===== src/rtl/fpcc_pkg.sv =====
package fpcc_pkg;

  typedef enum logic [1:0] {
    REL_GT   = 2'd0,
    REL_LT   = 2'd1,
    REL_EQ   = 2'd2,
    REL_NONE = 2'd3
  } rel_e;

  typedef enum logic [1:0] {
    FMT_SGL  = 2'd0,
    FMT_DBL  = 2'd1,
    FMT_VEC  = 2'd2,
    FMT_NONE = 2'd3
  } fmt_e;

  typedef struct packed {
    logic gt;
    logic lt;
    logic eq;
    logic unord;
    logic snan;
  } cmp_res_t;

  function automatic logic rel_hold(cmp_res_t r, rel_e rel);
    case (rel)
      REL_GT:  return r.gt;
      REL_LT:  return r.lt;
      REL_EQ:  return r.eq;
      default: return 1'b0;
    endcase
  endfunction

endpackage


===== src/rtl/fpcc_decode.sv =====
module fpcc_decode
  import fpcc_pkg::*;
#(
  parameter int FUNC_W = 11
) (
  input  logic [FUNC_W-1:0] func_code,
  output fmt_e              fmt,
  output rel_e              rel
);

  fmt_e fmt_raw;

  always_comb begin
    case (func_code[FUNC_W-1:2])
      9'h0B3:  fmt_raw = FMT_SGL;
      9'h0BB:  fmt_raw = FMT_DBL;
      9'h0A3:  fmt_raw = FMT_VEC;
      default: fmt_raw = FMT_NONE;
    endcase
  end

  always_comb begin
    fmt = fmt_raw;
    rel = REL_NONE;
    if (fmt_raw != FMT_NONE) begin
      case (func_code[1:0])
        2'd0: rel = REL_GT;
        2'd1: rel = REL_LT;
        2'd2: rel = REL_EQ;
        default: begin
          rel = REL_NONE;
          fmt = FMT_NONE;
        end
      endcase
    end
  end

endmodule


===== src/rtl/fpcc_lane_cmp.sv =====
module fpcc_lane_cmp
  import fpcc_pkg::*;
#(
  parameter int EXP_W  = 8,
  parameter int FRAC_W = 23
) (
  input  logic [EXP_W+FRAC_W:0] a,
  input  logic [EXP_W+FRAC_W:0] b,
  output cmp_res_t              res
);

  localparam int MAG_W = EXP_W + FRAC_W;

  logic             sa, sb;
  logic [MAG_W-1:0] ma, mb;
  logic             a_nan, b_nan, a_snan, b_snan;
  logic             both_zero, mag_lt, mag_eq;

  always_comb begin
    sa        = a[MAG_W];
    sb        = b[MAG_W];
    ma        = a[MAG_W-1:0];
    mb        = b[MAG_W-1:0];
    a_nan     = (&ma[MAG_W-1:FRAC_W]) && (|ma[FRAC_W-1:0]);
    b_nan     = (&mb[MAG_W-1:FRAC_W]) && (|mb[FRAC_W-1:0]);
    a_snan    = a_nan && !ma[FRAC_W-1];
    b_snan    = b_nan && !mb[FRAC_W-1];
    both_zero = !(|ma) && !(|mb);
    mag_lt    = ma < mb;
    mag_eq    = ma == mb;
  end

  always_comb begin
    res       = '0;
    res.unord = a_nan || b_nan;
    res.snan  = a_snan || b_snan;
    if (res.unord) begin
      res.eq = 1'b0;
    end else if (both_zero) begin
      res.eq = 1'b1;
    end else if (sa != sb) begin
      res.gt = !sa;
      res.lt = sa;
    end else if (mag_eq) begin
      res.eq = 1'b1;
    end else if (!sa) begin
      res.gt = !mag_lt;
      res.lt = mag_lt;
    end else begin
      res.gt = mag_lt;
      res.lt = !mag_lt;
    end
  end

endmodule


===== src/rtl/fpcc_field_ins.sv =====
module fpcc_field_ins #(
  parameter int FIELDS  = 8,
  parameter int FIELD_W = 4,
  parameter int IDX_W   = $clog2(FIELDS)
) (
  input  logic [FIELDS*FIELD_W-1:0] cr_in,
  input  logic [IDX_W-1:0]          idx,
  input  logic [FIELD_W-1:0]        nib,
  input  logic                      wr_en,
  output logic [FIELDS*FIELD_W-1:0] cr_out
);

  for (genvar f = 0; f < FIELDS; f++) begin : g_fld
    localparam logic [IDX_W-1:0] MY_IDX = IDX_W'(FIELDS - 1 - f);
    assign cr_out[f*FIELD_W +: FIELD_W] =
      (wr_en && idx == MY_IDX) ? nib : cr_in[f*FIELD_W +: FIELD_W];
  end

endmodule


===== src/rtl/fp_cmp_cond.sv =====
module fp_cmp_cond
  import fpcc_pkg::*;
#(
  parameter int SGL_EXP  = 8,
  parameter int SGL_FRAC = 23,
  parameter int DBL_EXP  = 11,
  parameter int DBL_FRAC = 52,
  parameter int FIELDS   = 8,
  parameter int FUNC_W   = 11
) (
  input  logic                          clk,
  input  logic                          rst_n,
  input  logic                          start,
  input  logic                          inv_clr,
  input  logic [FUNC_W-1:0]             func_code,
  input  logic [$clog2(FIELDS)-1:0]     fld_idx,
  input  logic [DBL_EXP+DBL_FRAC:0]     opa,
  input  logic [DBL_EXP+DBL_FRAC:0]     opb,
  input  logic [FIELDS*4-1:0]           cr_in,
  output logic [FIELDS*4-1:0]           cr_out,
  output logic                          done,
  output logic                          inv_flag
);

  localparam int FIELD_W = 4;
  localparam int SGL_W   = 1 + SGL_EXP + SGL_FRAC;
  localparam int DBL_W   = 1 + DBL_EXP + DBL_FRAC;
  localparam int LANES   = DBL_W / SGL_W;
  localparam int IDX_W   = $clog2(FIELDS);

  fmt_e     fmt;
  rel_e     rel;
  cmp_res_t sgl_res [LANES];
  cmp_res_t dbl_res;

  logic [FIELD_W-1:0] nib;
  logic               wr_en;
  logic               inv_now;
  logic               hi_ok, lo_ok;

  logic [1:0] rst_sync_q;
  logic       rst_sync_n;
  logic       done_q, done_nx;
  logic       inv_q, inv_nx;

  // reset: asserted asynchronously, released through two flops
  always_ff @(posedge clk or negedge rst_n) begin
    if (!rst_n) rst_sync_q <= 2'b00;
    else        rst_sync_q <= {rst_sync_q[0], 1'b1};
  end
  assign rst_sync_n = rst_sync_q[1];

  fpcc_decode #(.FUNC_W(FUNC_W)) u_dec (
    .func_code (func_code),
    .fmt       (fmt),
    .rel       (rel)
  );

  for (genvar g = 0; g < LANES; g++) begin : g_lane
    fpcc_lane_cmp #(.EXP_W(SGL_EXP), .FRAC_W(SGL_FRAC)) u_sgl (
      .a   (opa[g*SGL_W +: SGL_W]),
      .b   (opb[g*SGL_W +: SGL_W]),
      .res (sgl_res[g])
    );
  end

  fpcc_lane_cmp #(.EXP_W(DBL_EXP), .FRAC_W(DBL_FRAC)) u_dbl (
    .a   (opa),
    .b   (opb),
    .res (dbl_res)
  );

  always_comb begin
    hi_ok   = rel_hold(sgl_res[LANES-1], rel);
    lo_ok   = rel_hold(sgl_res[0], rel);
    nib     = '0;
    wr_en   = 1'b1;
    inv_now = 1'b0;
    case (fmt)
      FMT_SGL: begin
        nib     = {1'b0, lo_ok, 2'b00};
        inv_now = sgl_res[0].snan;
      end
      FMT_DBL: begin
        nib     = {1'b0, rel_hold(dbl_res, rel), 2'b00};
        inv_now = dbl_res.snan;
      end
      FMT_VEC: begin
        nib     = {hi_ok, lo_ok, hi_ok | lo_ok, hi_ok & lo_ok};
        inv_now = sgl_res[LANES-1].snan | sgl_res[0].snan;
      end
      default: wr_en = 1'b0;
    endcase
  end

  fpcc_field_ins #(.FIELDS(FIELDS), .FIELD_W(FIELD_W), .IDX_W(IDX_W)) u_ins (
    .cr_in  (cr_in),
    .idx    (fld_idx),
    .nib    (nib),
    .wr_en  (wr_en),
    .cr_out (cr_out)
  );

  always_comb begin
    done_nx = start;
    inv_nx  = (inv_q & ~inv_clr) | (start & inv_now);
  end

  always_ff @(posedge clk or negedge rst_sync_n) begin
    if (!rst_sync_n) begin
      done_q <= 1'b0;
      inv_q  <= 1'b0;
    end else begin
      done_q <= done_nx;
      if (start || inv_clr) inv_q <= inv_nx;
    end
  end

  assign done     = done_q;
  assign inv_flag = inv_q;

endmodule


===== config.mk =====
export PLATFORM = sky130hd
export DESIGN_NAME = fp_cmp_cond
export DESIGN_NICKNAME = d
export VERILOG_FILES = /design/src/rtl/fpcc_pkg.sv /design/src/rtl/fpcc_decode.sv /design/src/rtl/fpcc_lane_cmp.sv /design/src/rtl/fpcc_field_ins.sv /design/src/rtl/fp_cmp_cond.sv
export SDC_FILE = /design/constraint.sdc
export NUM_CORES = 1
export LEC_CHECK = 0
export BUFFER_PORTS_ARGS = -buffer_cell sky130_fd_sc_hd__buf_2
export CAP_MARGIN = 10
export CORE_AREA = 2 2 86 88
export DETAILED_ROUTE_END_ITERATION = 6
export DIE_AREA = 0 0 88 90
export GPL_ROUTABILITY_DRIVEN = 0
export PLACE_DENSITY_LB_ADDON = 0.08
export SYNTH_ARGS = -nofsm -noshare
export SYNTH_HDL_FRONTEND = slang
export SYNTH_SLANG_ARGS = --single-unit

===== constraint.sdc =====
create_clock -name clk -period 9.3 [get_ports clk]
set_clock_uncertainty 0.05 [all_clocks]
set_input_delay 2.79 -clock clk [delete_from_list [all_inputs] [get_ports clk]]
set_output_delay 2.79 -clock clk [all_outputs]
set_load 0.1 [all_outputs]

# == Word-level counts from Yosys, hierarchy flattened ==
# Index checks and enable logic that the tools add are counted.
# classes
shifts,0
reduce_logical,71
mul,0
add_sub_neg,0
magnitude_cmp,3
n_mux,46
bitwise,7
div_mod_pow,0
n_eq_ne,22
# op_table
cell,count
$reduce_or A63 Y1,2
$reduce_or A31 Y1,4
$reduce_or A52 Y1,2
$reduce_or A23 Y1,4
$eq A63 B63 Y1,1
$lt A63 B63 Y1,1
$eq A31 B31 Y1,2
$lt A31 B31 Y1,2
$mux W2,18
$mux W4,8
$reduce_and A8 Y1,4
$eq A9 B8 Y1 const B,3
$logic_and A1 B1 Y1,23
$reduce_and A11 Y1,2
$logic_not A1 Y1,17
$mux W1,13
$eq A3 B3 Y1 const B,4
$pmux W1 S3,4
$pmux W2 S3,2
$pmux W4 S3,1
$logic_or A1 B1 Y1,7
$eq A2 B1 Y1 const B,3
$eq A2 B2 Y1 const B,3
$eq A3 B2 Y1 const B,2
other kinds (9),17
# word_totals
mem_count,0
output_inout_bits,34
inputBits,178
ff_bits,4
mem_bits_ro,0
mem_bits_rw,0
latch_bits,0

# == Logic depth before layout (Yosys ltp) ==
# depth
word_depth,11
mapped_depth,12

# == Cells and area by module ==
# From an unflattened synthesis, not the netlist that was laid out.
# unflattened
cells_unflattened,693
area_unflattened_um2,5109.9
# by_module_without_submodules
mod,area_each_um2,cells_per_inst,seq_area_each_um2,n_inst
fpcc_lane_cmp (u_dbl),2013.2,293,0.0,1
fpcc_lane_cmp (g_lane[0].u_sgl),1126.1,162,0.0,1
fpcc_lane_cmp (g_lane[1].u_sgl),1108.6,162,0.0,1
fpcc_field_ins,510.5,40,0.0,1
fp_cmp_cond,279.0,28,100.1,1
fpcc_decode,72.6,8,0.0,1

# == Worst setup path after synthesis ==
# OpenSTA, ideal clock, no wires.
# synth_path
path_kind,input port to output port
from,input port opb[22]
to,output port cr_out[10]
stages,11
n_path_buf,0
required_ps,6460
slack_ps,-101
t_arrival_ps,6561
path_cell_list,inv_1 > ha_1 > nand4_4 > nor4_4 > o21ai_2 > a31oi_1 > nor2_1 > or4b_4 > a2111oi_4 > nor2_1 > a21oi_1
# synth_between
elab_chain_len,10
# synth_lines
element,line,text
from (decl),fp_cmp_cond.sv:18,"input logic [DBL_EXP+DBL_FRAC:0] opb,"
$lt A63 B63 Y1 / $lt A31 B31 Y1 (equally long branches),fpcc_lane_cmp.sv:29,mag_lt = ma < mb;
$logic_not A1 Y1,"fpcc_lane_cmp.sv:47, fpcc_lane_cmp.sv:51",
$mux W2,fpcc_lane_cmp.sv:46,end else if (!sa) begin
$mux W2,fpcc_lane_cmp.sv:44,end else if (mag_eq) begin
$mux W2,fpcc_lane_cmp.sv:41,end else if (sa != sb) begin
$mux W2,fpcc_lane_cmp.sv:39,end else if (both_zero) begin
$mux W2,fpcc_lane_cmp.sv:37,if (res.unord) begin
$pmux W1 S3,fpcc_pkg.sv:26,case (rel)
$pmux W4 S3 *,fp_cmp_cond.sv:79,case (fmt)
$mux W4 *,fpcc_field_ins.sv:16,(wr_en && idx == MY_IDX) ? nib : cr_in[f*FIELD_W +: FIELD_W];
to (decl),fp_cmp_cond.sv:20,"output logic [FIELDS*4-1:0] cr_out,"
# Every way passes the cells marked *; elsewhere a longest branch is shown, timed or not.

# == Worst setup path after layout ==
# layout_path
from,input port opb[29]
to,output port cr_out[21]
# layout_between
elab_chain_len,11
# layout_lines
element,line,text
$lt A31 B31 Y1,fpcc_lane_cmp.sv:29,
$logic_not A1 Y1,"fpcc_lane_cmp.sv:47, fpcc_lane_cmp.sv:51",
$mux W2,fpcc_lane_cmp.sv:46,
$mux W2,fpcc_lane_cmp.sv:44,
$mux W2,fpcc_lane_cmp.sv:41,
$mux W2,fpcc_lane_cmp.sv:39,
$mux W2,fpcc_lane_cmp.sv:37,
$pmux W1 S3 *,fpcc_pkg.sv:26,
$or A1 B1 Y1 *,fp_cmp_cond.sv:89,"nib = {hi_ok, lo_ok, hi_ok | lo_ok, hi_ok & lo_ok};"
$pmux W4 S3 *,fp_cmp_cond.sv:79,
$mux W4 *,fpcc_field_ins.sv:16,
# Marked as above.

==> impl_summary.log <==
[metrics] clock tree root buffer cell: sky130_fd_sc_hd__clkbuf_8
[metrics] Static Leakage: 2.53 nW
[metrics] part of the Yosys area used for sequential elements: 3.16%
[metrics] total wire length: 11100 um
[metrics] crit share post-route: 94.3%
[metrics] number of design-rule violations left by the first detailed-router iteration: 190
[metrics] final setup violation count: 0
[metrics] total iterations of the first detailed-routing run: 5
[metrics] area growth from synthesis to layout: 43.6%
[metrics] Register-to-Register Path Depth: 1
[metrics] Starting Density: 45.1%
[metrics] unique cell type count in the Yosys netlist: 54
[metrics] clock tree from TritonCTS: done
[metrics] setup repair after global routing missed its margin: no
[metrics] predominant post-synthesis flop cell: sky130_fd_sc_hd__dfrtp_1
[metrics] cell occurring most often along the worst timing path: sky130_fd_sc_hd__buf_2
[metrics] Placed Instances: 796
[metrics] # Max-Cap Violations: 0
[metrics] Hold Crit Start: rst_sync_q[0]
[metrics] final setup TNS: 0 ns
[metrics] measured slew at the worst slew-check pin: between 0.7 and 0.8 ns
[metrics] required arrival time at the worst endpoint: 6.46 ns
[metrics] net count of the finished layout: 945
[metrics] cell types with the highest counts after synthesis: sky130_fd_sc_hd__inv_1, sky130_fd_sc_hd__ha_1, sky130_fd_sc_hd__nand2_1
[metrics] Max-slew headroom: 48.9%
[metrics] Clk Latency, worst-skew pair: about 0.22 ns
[metrics] CORE AREA: 7020 um^2
[metrics] area share of the leading cell type in the synthesized netlist: 25.3%
[metrics] Data arrival, critical path: 5.93 ns
[metrics] Die Area: slightly below 8000 um^2
[metrics] reg2reg start: rst_sync_q[1]
[metrics] io pins: 212
[metrics] ordered cell list for the critical path: buf_2 > inv_1 > ha_1 > nand4_1 > nor4_1 > and2_2 > and4b_1 > a211oi_1 > nand2_1 > a31oi_2 > a21oi_1 > buf_2
[metrics] total routing usage reported by global routing: between 20 and 30%
[metrics] post-route non-filler standard cell count: 800
[metrics] Crit Reg-Reg Endpoint: inv_flag
[metrics] most area-hungry cell type in the Yosys netlist: sky130_fd_sc_hd__ha_1
[metrics] WL/cell: 13.9 um
[metrics] number of global-route vias before repair: 4016
[metrics] biggest area contributors in the synthesized netlist: sky130_fd_sc_hd__ha_1, sky130_fd_sc_hd__inv_1, sky130_fd_sc_hd__nand2_1, sky130_fd_sc_hd__a21oi_1, sky130_fd_sc_hd__nor4_1
[metrics] most frequently used cell type in the post-synthesis netlist: sky130_fd_sc_hd__inv_1
[metrics] cts repair resizes: 0
[metrics] CTS clk-pin slew, worst paths: roughly 0.03 ns
[metrics] PnR Total Power: 0.271 mW
[metrics] largest fanout of any net on the critical path: 8
[metrics] CP startpoint kind: input pin
[metrics] total vias in the final route: about 4400
[metrics] total inserted antenna cells: 0
[metrics] Std-Cell Rows: 31
[metrics] post-synthesis cell area: approximately 3200 um^2
[metrics] horizontal die dimension: 88 um
[metrics] H-tree depth: 1
[metrics] Syn Area/Cell: around 6.5 um^2
[metrics] Max stage delay cell, worst path: sky130_fd_sc_hd__nor4_1
[metrics] HPWL after detailed placement: a little under 10000 um
[metrics] Yosys warning count: 0
[metrics] clock net sink count: 4
[metrics] cts bufs inserted: 3
[metrics] Critical Path Sink Type: output port
[metrics] vertical die dimension: 90 um
[metrics] DRC Markers: 0
[metrics] pin count of the biggest net entering global routing: 15
[metrics] FMAX: approximately 110 MHz
[metrics] Hold Crit Endpoint: rst_sync_q[1]
[metrics] Max Slew Vio Count: 0
[metrics] DRT antenna net count: 0
[metrics] Avg Vias per Cell: 5.51
[metrics] buffers from clock root to sink, at most: 2
[metrics] global-route wire length before repair: approximately 18000 um
[metrics] count of mapped cells out of synthesis: roughly 500
[metrics] antenna violations before repair: 0
[metrics] share of synthesized flip-flops with an asynchronous set or reset: 100%
[metrics] worst supply voltage drop on vdd: 0.0293 mV
[metrics] worst setup path class: input pin to output port
[metrics] number of hold violations in the final report: 0
[metrics] worst setup slack for register-to-register paths: 8.55 ns
[metrics] Post-synth EDFFs: 0
[metrics] type of the worst min-delay path: flop to flop
[metrics] Top Family by Delay on Critical Path: simple AND/OR/NAND/NOR gates
[metrics] final global-route overflow total: 0
[metrics] layout cell share with drive strength beyond 1: 33.7%
[metrics] Cell Pwr Density: 59.6 nW/um^2
[metrics] Period minus WS final: a little under 9 ns
[metrics] result of the run: complete, no violations
[metrics] #FFs+latches synth: 4
[metrics] worst path bufs/invs: 3
[metrics] highest cell delay on the worst timing path: between 0.5 and 0.6 ns
[metrics] depth of the worst hold-timing path: 0
[metrics] number of buffers added on ports: 211
[metrics] synthesized net count: 731
[final cells by class]
class | count | area, um^2
tap | 99 | 124
sequential | 4 | 100
inverter | 74 | 278
fill | 670 | 2470
timing repair buffer | 214 | 1220
multi-input combinational | 406 | 2790
clock buffer | 3 | 41.3
[timing repair]
action | CTS | global route
hold buffers | 1 | 0
setup buffers | 0 | 0
endpoints found under the hold margin | 2 | 0
[cells by family (layout without fill, tap and decap cells)]
| kind of cell | after synthesis | in the layout | synth area share (%) |
|---|---|---|---|
| compound gates | 112 | 112 | 22.6 |
| xor+xnor | 1 | 1 | 0.276 |
| fa+ha+maj | 64 | 64 | 25.3 |
| buf+inv | 79 | 291 | 9.71 |
| flops | 4 | 4 | 3.16 |
| other cells | 1 | 1 | 0.118 |
| simple gates | 228 | 228 | 38.8 |
[power by group]
group	switching, mW	total [mW]	internal [mW]
Clock	0.00971	0.0374	0.0276
Combinational	0.137	0.215	0.0788
Sequential	0.000173	0.0184	0.0182
[cells in the final DEF (no fill, tap or decap), types with 5 or more instances in the layout]
cell type / count
sky130_fd_sc_hd__nand4_1: 21
sky130_fd_sc_hd__nor2_1: 47
sky130_fd_sc_hd__inv_1: 74
sky130_fd_sc_hd__and4_1: 5
sky130_fd_sc_hd__and3_1: 5
sky130_fd_sc_hd__a21o_1: 11
sky130_fd_sc_hd__o21ai_0: 15
sky130_fd_sc_hd__nand3_1: 15
sky130_fd_sc_hd__nand3b_1: 6
sky130_fd_sc_hd__a21oi_1: 36
sky130_fd_sc_hd__nor3_1: 16
sky130_fd_sc_hd__nor4_1: 29
sky130_fd_sc_hd__nand2_1: 60
sky130_fd_sc_hd__buf_12: 9
sky130_fd_sc_hd__o21ai_1: 10
sky130_fd_sc_hd__a21oi_2: 8
sky130_fd_sc_hd__buf_2: 202
sky130_fd_sc_hd__ha_1: 64
[worst max path at each step]
stage / startpoint / end / slack, ns / cells after the start
6_report: opb[29] / cr_out[21] / 0.53 / 12
5_1_grt: opb[61] / cr_out[25] / 0.23 / 14
3_3_place_gp: opb[22] / cr_out[30] / 0.60 / 13
2_1_floorplan: opb[52] / cr_out[13] / 0.01 / 12
4_1_cts: opb[52] / cr_out[21] / 0.54 / 14
3_5_place_dp: opa[52] / cr_out[21] / 0.54 / 13
[registers in the layout (all words and copies together), names as in the netlist]
name and count:
inv_flag 1, done 1, rst_sync_q 2
[per-stage QoR]
step                      utilization, %  hold slack (ns)  instance area (um^2)  setup slack (ns)
final                               64.8            0.303                  4550             0.530
after global routing                64.8            0.315                  4550             0.225
after CTS                           64.8            0.308                  4550             0.545
after detailed placement            64.1          -0.0283                  4500             0.541
after global placement              64.1          -0.0354                  4500             0.596
after floorplan                        -          -0.0389                  3200            0.0107
[per-layer routing]
layer,track usage [%],part of all wire [%],vias to the layer above
met1,34.2,43,1961
met2,47.2,48,187
met3,3.03,6.7,19
met5,0,0,-
li1,-,-,2238
met4,6.79,1.7,0
Power figures use the tool's default switching activity.
